### src/rtl/dec_disp_pkg.sv
package dec_disp_pkg;
  localparam int SEG_W = 7;
  localparam logic [SEG_W-1:0] SEG_BLANK = 7'h00;
  localparam logic [SEG_W-1:0] SEG_MINUS = 7'h40;

  // BCD digit to active-high gfedcba pattern
  function automatic logic [SEG_W-1:0] seg_of(input logic [3:0] d);
    logic [SEG_W-1:0] s;
    case (d)
      4'd0: s = 7'h3F;
      4'd1: s = 7'h06;
      4'd2: s = 7'h5B;
      4'd3: s = 7'h4F;
      4'd4: s = 7'h66;
      4'd5: s = 7'h6D;
      4'd6: s = 7'h7D;
      4'd7: s = 7'h07;
      4'd8: s = 7'h7F;
      4'd9: s = 7'h6F;
      default: s = SEG_BLANK;
    endcase
    return s;
  endfunction
endpackage

### src/rtl/dd_bin2bcd.sv
module dd_bin2bcd #(
  parameter int DATA_W = 8,
  parameter int BCD_N  = 3
) (
  input  logic [DATA_W-1:0]  bin,
  output logic [BCD_N*4-1:0] bcd
);
  localparam int WORK_W = BCD_N*4 + DATA_W;

  logic [WORK_W-1:0] work;

  // shift-and-add-3, one pass per input bit
  always_comb begin
    work = {{(BCD_N*4){1'b0}}, bin};
    for (int i = 0; i < DATA_W; i++) begin
      for (int j = 0; j < BCD_N; j++) begin
        if (work[DATA_W+4*j +: 4] >= 4'd5)
          work[DATA_W+4*j +: 4] = work[DATA_W+4*j +: 4] + 4'd3;
      end
      work = work << 1;
    end
  end

  assign bcd = work[DATA_W +: BCD_N*4];

  // every converted digit is a decimal digit
  always_comb begin
    for (int k = 0; k < BCD_N; k++) begin
      a_r3_bcd_digit_range: assert (bcd[4*k +: 4] <= 4'd9);
    end
  end
endmodule

### src/rtl/dd_seg_row.sv
module dd_seg_row
  import dec_disp_pkg::*;
#(
  parameter int BCD_N = 3,
  parameter int NDIG  = BCD_N + 1
) (
  input  logic [BCD_N*4-1:0]  bcd,
  input  logic                neg,
  output logic [NDIG*SEG_W-1:0] seg
);
  logic [BCD_N-1:0] nz;
  logic [BCD_N-1:0] lit;

  genvar k;
  generate
    for (k = 0; k < BCD_N; k++) begin : g_dig
      assign nz[k] = |bcd[4*k +: 4];
      // a digit is lit if it or any digit to its left is non-zero
      if (k == BCD_N-1) begin : g_top
        assign lit[k] = nz[k] | (k == 0);
      end else if (k == 0) begin : g_units
        assign lit[k] = 1'b1;
      end else begin : g_mid
        assign lit[k] = nz[k] | lit[k+1];
      end
      assign seg[k*SEG_W +: SEG_W] = lit[k] ? seg_of(bcd[4*k +: 4]) : SEG_BLANK;
    end
  endgenerate

  // sign position: leftmost digit
  assign seg[BCD_N*SEG_W +: SEG_W] = neg ? SEG_MINUS : SEG_BLANK;
endmodule

### src/rtl/dec_display.sv
module dec_display
  import dec_disp_pkg::*;
#(
  parameter int DATA_W = 8
) (
  input  logic                        clk,
  input  logic                        rst_n,
  input  logic [DATA_W-1:0]           bus_data,
  input  logic                        disp_load,
  input  logic                        signed_mode,
  output logic [(((DATA_W*301)/1000)+2)*7-1:0] seg_o
);
  localparam int BCD_N = ((DATA_W*301)/1000) + 1;
  localparam int NDIG  = BCD_N + 1;

  logic [DATA_W-1:0]  held;
  logic               neg;
  logic [DATA_W-1:0]  mag;
  logic [BCD_N*4-1:0] bcd;

  always_ff @(posedge clk) begin
    if (!rst_n)         held <= '0;
    else if (disp_load) held <= bus_data;
  end

  assign neg = signed_mode & held[DATA_W-1];
  // two's-complement magnitude; the most negative value maps onto itself
  assign mag = neg ? (~held + 1'b1) : held;

  dd_bin2bcd #(.DATA_W(DATA_W), .BCD_N(BCD_N)) u_b2b (
    .bin (mag),
    .bcd (bcd)
  );

  dd_seg_row #(.BCD_N(BCD_N), .NDIG(NDIG)) u_row (
    .bcd (bcd),
    .neg (neg),
    .seg (seg_o)
  );

  // capture on strobe, hold otherwise
  a_r2_capture: assert property (@(posedge clk) disable iff (!rst_n)
    disp_load |=> held == $past(bus_data));
  a_r2_hold: assert property (@(posedge clk) disable iff (!rst_n)
    !disp_load |=> $stable(held));
  // unsigned view never uses the leftmost digit
  a_r3_left_blank: assert property (@(posedge clk) disable iff (!rst_n)
    !signed_mode |-> seg_o[NDIG*SEG_W-1 -: SEG_W] == SEG_BLANK);
  // negative signed value carries the minus sign
  a_r4_minus_sign: assert property (@(posedge clk) disable iff (!rst_n)
    (signed_mode && held[DATA_W-1]) |-> seg_o[NDIG*SEG_W-1 -: SEG_W] == SEG_MINUS);
  // units digit is never blank
  a_r6_units_lit: assert property (@(posedge clk) disable iff (!rst_n)
    seg_o[SEG_W-1:0] != SEG_BLANK);
endmodule

### config.mk
export PLATFORM = sky130hd
export DESIGN_NAME = dec_display
export DESIGN_NICKNAME = d
export VERILOG_FILES = /design/src/rtl/dec_disp_pkg.sv /design/src/rtl/dd_bin2bcd.sv /design/src/rtl/dd_seg_row.sv /design/src/rtl/dec_display.sv
export SDC_FILE = /design/constraint.sdc
export NUM_CORES = 1
export LEC_CHECK = 0
export BUFFER_PORTS_ARGS = -buffer_cell sky130_fd_sc_hd__buf_2
export CAP_MARGIN = 20
export CORE_ASPECT_RATIO = 0.8
export CORE_UTILIZATION = 53
export CTS_CLUSTER_SIZE = 40
export DETAILED_ROUTE_END_ITERATION = 16
export MAX_ROUTING_LAYER = met4
export PLACE_DENSITY = 0.8
export SLEW_MARGIN = 20
export SYNTH_ARGS = -nofsm -noshare
export SYNTH_HDL_FRONTEND = slang
export SYNTH_SLANG_ARGS = --single-unit
### constraint.sdc
create_clock -name clk -period 19.1 [get_ports clk]
set_clock_uncertainty 0.05 [all_clocks]
set_input_delay 2.865 -clock clk [delete_from_list [all_inputs] [get_ports clk]]
set_output_delay 2.865 -clock clk [all_outputs]
set_load 0.1 [all_outputs]
---- After elaboration in Yosys (flattened, before gate mapping) ----
Memories as Yosys holds them, arrays and structs flattened.
Index checks and enable logic that the tools add are counted.
word-level totals
  register bits ........................... 8
  ROM bits ................................ 336
  input bits .............................. 12
  output and inout bits ................... 28
  word-level logic and storage cells ...... 68
  memories kept ........................... 3
memory list
  memory           depth  bits a word  rd ports  clocked after memory_dff  write ports  line               text
  (no name shown)  16     7            1         0                         0            dec_disp_pkg.sv:9  case (d)
  (no name shown)  16     7            1         0                         0            dec_disp_pkg.sv:9
  (no name shown)  16     7            1         0                         0            dec_disp_pkg.sv:9
cells by class
  $add $sub $neg .......................... 19
  $lt $le $gt $ge ......................... 18
  muxes and demuxes ....................... 22
  bitwise logic cells ..................... 3
  reduce and logical (&&, ||, !) cells .... 2
operator list
  cell                  number
  $ge 4x3->1 const B    15
  $mux 4                12
  $add 4x2->4 const B   11
  $mux 7                3
  $mux 3                6
  $add 3x2->3 const B   4
  $add 8x1->8 const B   1
  $mux 8                1
  $not 8->8             1
  $reduce_or 4->1       2
  $add 1x2->3 const B   2
  $ge 1x3->1 const B    2
  $add 1x2->3 const AB  1
  $ge 1x3->1 const AB   1
  $and 1x1->1           1
  $or 1x1->1            1

---- Longest topological paths before layout ----
  depth in word-level cells ............... 20
  depth in mapped cells ................... 42
  depth with buffers taken out ............ 41

---- Cells and area by module ----
A second synthesis with hierarchy kept.
unflattened totals
  cells, all modules ...................... 283
  area, all modules ....................... 2,112.0 um2
by module, submodules not included
  module       instances  cells each  area each (um2)  sequential area each (um2)
  dd_bin2bcd   1          134         969.7            0.0
  dd_seg_row   1          100         698.2            0.0
  dec_display  1          49          444.2            160.2

---- Worst setup path before layout ----
No wires, ideal clock.
  path type ............................... in2out
  from .................................... input signed_mode
  to ...................................... output seg_o[12]
  arrival time ............................ 12.405 ns
  required time ........................... 16.185 ns
  path slack .............................. 3.780 ns
  stages on the path ...................... 30
  path buffers ............................ 0
  path through ............................ nand2_1 -> a2bb2oi_1 -> and2_1 -> ha_1 -> inv_1 -> ha_1 -> a21bo_2 -> o21ai_0 -> or3_1 -> nand3_1 -> ha_1 -> inv_1 -> nor2_1 -> a21oi_2 -> a21oi_4 -> xnor2_1 -> ha_1 -> nand2b_1 -> nand4_1 -> and3_1 -> o31a_1 -> or2_1 -> nand2_1 -> ha_1 -> nand2_1 -> a21oi_1 -> nor2_1 -> mux2i_4 -> nand2_1 -> a211oi_1
between the ends
  cells in the longest elaborated chain, start to end .. 19
  elaborated cells on any way between the ends .. 55
  those cells by class .................... 16 x add/sub; 16 x order compare; 18 x mux; 2 x bitwise; 2 x reduce/logical; 1 x memory
RTL lines
  what                                                  line               text
  start: declaration                                    dec_display.sv:10  input logic signed_mode,
  $and 1x1->1 (*)                                       dec_display.sv:26  assign neg = signed_mode & held[DATA_W-1];
  $mux 8 (*)                                            dec_display.sv:28  assign mag = neg ? (~held + 1'b1) : held;
  branches (longest 16 deep; another with $add 4x2->4)  n/a
  $mux 7 (*)                                            dd_seg_row.sv:26   assign seg[k*SEG_W +: SEG_W] = lit[k] ? seg_of(bcd[4*k +: 4]) : SEG_BLANK;
  end: declaration                                      dec_display.sv:11  output logic [(((DATA_W*301)/1000)+2)*7-1:0] seg_o
Mark *: on every way between the ends.

---- Worst setup path in the final report ----
  from .................................... input signed_mode
  to ...................................... output seg_o[9]
The elaborated chain is that of the path after synthesis.

==> results.txt <==
- Run status: completed
- Register with the most flip-flops: held
* Avg Cell Area, Syn: approximately 7.7 um2
* CP max FO: 8
- Number of DRC markers after the initial detailed-route iteration: a little over 90
- EDFF count, synth: 0
* Setup TNS after final layout: 0 ns
- Ys flop type: dfxtp_1
- Fraction of layout cells with a size suffix above 1: 0.215
- The pre-antenna-repair detailed-routing pass consisted of 4 iterations.
- Once detail routing completed, the nets flagged for antenna violations numbered 0.
* Endpoint kind of the worst setup timing path: output port
- Area used by multi-input combinational logic: 0.00188 mm2
- Fmax: 74.0 MHz
- The detailed router placed approximately 2100 vias in this run.
- First-pass GRT wire length: roughly 7900 um
* Total global routing track utilization: 0.232
- Counting cells, the worst reg-to-reg path comes to 2.
- In the synthesized netlist, the number of instances is ~290.
* Start point of the worst hold path: held[4]
* Number of global-route vias before repair: 1778
- After clock tree synthesis, the clock-pin slew on the worst setup and hold paths is about 0.04 ns.
- I/O pin total: 40
- PnR worst setup slack: around 5.6 ns
- The net count of the finished layout is 347.
- Sequential cell area: roughly 160 um2
- Placed cell count: between 300 and 400
- The clock drives 8 sinks.
- Setup slack after placement: 5.65 ns
- Netlist area before placement: roughly 0.0022 mm2
* Site row count: 20
- Unique masters post-synth: slightly below 80
- The congestion estimate from routability-driven global placement came to 0.984.
- Cell family with most CP delay: simple AND/OR/NAND/NOR gates
* Count of hold-fix buffers inserted at cts: 0
* Number of fillers in the final layout: 360
* Routed length per instance: roughly 13 um
* H-tree levels: 1
- The floorplan step set the die width to 74.5 um.
* Flops & latches, synth: 8
- Max-cap violation count: 0
* Arrival time at the worst endpoint: 10.60 ns
- Among all stages on the critical path, the largest delay is contributed by buf_2.
- Once layout is complete, the cells apart from fillers number between 300 and 400.
- Required time of the worst setup path: 16.19 ns
- Crit-path max cell delay: 0.44 ns
* Proportion of register bits with asynchronous set or reset after synthesis: 0
- For this run, the number of Yosys warnings is 0.
* # setup viols final: 0
- Initial standard-cell utilization of the core: 0.571
- Min-delay worst type: reg -> reg
- The repair_antennas step left the layout with diodes totalling 0.
* Hold path endpoint: held[4]
- Final period utilization: 0.707
- TritonCTS built the clock tree.
- The number of max-slew violations in the final report was 0.
- Portion of synthesized cell area occupied by the leading cell type: 0.118
- Summed over all nets, the half-perimeter wirelength after detailed placement is just under 4000 um.
- The die covers roughly 0.0045 mm2.
- The largest registers in the layout are held (8).
- Crit Reg-Reg Endpoint: held[0]
- Synth top area cells: ha_1, dfxtp_1, inv_1
- Maximum number of pins on one net before global-route repair: 12
- For this run, the share of the core covered by cells in the final layout is 0.617.
- CTS Buffer Depth: 2
* Number of failing hold endpoints at the final stage: 0
- The region available for standard cell placement spans 0.00390 mm2.
- Most used standard cells in the synthesized netlist: inv_1, nand2_1, ha_1
- Post-cts gate resize count: 0
- The routed design has 4780 um of wire.
- Setup repair after global routing left no endpoint under its margin.
- Clock buffers created by TritonCTS: 3
* Kind of critical path: in -> out
* Detail-routed via count per cell: between 5 and 6
* Number of cells traversed by the worst hold path: 2
- Critical path launch point type: input port
- Port Buf Inserts: 32
* Library cell with the largest summed area after synthesis: ha_1
* Height of the die: roughly 60 um
- Min Tclk post-route: 13.51 ns
- The initial antenna violation count came to 0.
- CP bufs+invs: 6
* Part of the Yosys area used for sequential elements: 0.0719
* DRC viols: 0
* Cell chosen for the clock root: clkbuf_8
- Setup fix buffers added after clock tree synthesis: 0
* Internal reg-to-reg setup slack: ~18 ns
- The worst register-to-register path begins at held[0].
- Remaining Overflow, GRT: 0
* CP most frequent cell: ha_1
* Area growth syn-to-layout: 8.15%
* Library cell with the highest instance count after synthesis: inv_1
- At the later pin of the worst-skew pair, clock insertion delay measures between 0.2 and 0.25 ns.
- The register with the most flip-flops in the layout has 8 of them.
-- worst max path at each step --
stage / from / endpoint / slack (ns) / cells past startpoint
2_1_floorplan: signed_mode / seg_o[12] / 3.78 / 30
3_5_place_dp: signed_mode / seg_o[9] / 5.65 / 37
4_1_cts: signed_mode / seg_o[9] / 5.64 / 37
6_report: signed_mode / seg_o[9] / 5.59 / 37
5_1_grt: signed_mode / seg_o[9] / 5.02 / 37
3_3_place_gp: signed_mode / seg_o[9] / 5.95 / 37
-- kinds of logic after synthesis --
family,share of synthesized area
AND/OR/NAND/NOR,0.236
multiplexers,0.122
buffers and inverters,0.0955
XOR/XNOR,0.0539
AO/OA/AOI/OAI,0.296
flip-flops,0.0719
adder cells (fa/ha/maj),0.122
other,0.00168
-- placed cells by master, fill, tap and decap left out, types with 8 or more instances in the layout --
master,Yosys,layout
mux2i_1,10,10
dfxtp_1,8,8
buf_2,2,32
inv_1,27,27
a21oi_1,11,11
xnor2_1,9,9
ha_1,21,21
nand2_1,26,26
nor2b_1,13,13
nor2_1,20,20
nand3_1,10,10
o21ai_0,8,8
-- final cells by class --
type,count,area share
inverters,27,0.0421
clock buffers,3,0.0171
well taps,55,0.0286
flip-flops and latches,8,0.0665
repair buffers,32,0.0665
multi-input cells,242,0.779
-- metal layers --
layer / track usage / vias up / wire length (um)
met5: - / - / 0
met3: 0.0253 / 8 / 268
met2: 0.354 / 77 / 2030
met1: 0.325 / 939 / 2430
met4: 0.0620 / 0 / 53
li1: - / 1085 / -
-- metrics by stage --
step	instance area, um2	hold slack (ns)
floorplan	2250	0.483
global placement	2370	0.511
detailed placement	2370	0.522
CTS	2410	0.529
global route	2410	0.543
finish	2410	0.526
-- worst reg2reg max path: cells and delay by family (launching register included) --
kind / cells / cell delay [ns]
mux: 1 / 0.12
simple gates: 1 / 0.11
flops: 1 / 0.55
Power is not shown: default switching activity piles up to over one toggle a cycle in this logic, so the estimate is an artifact.
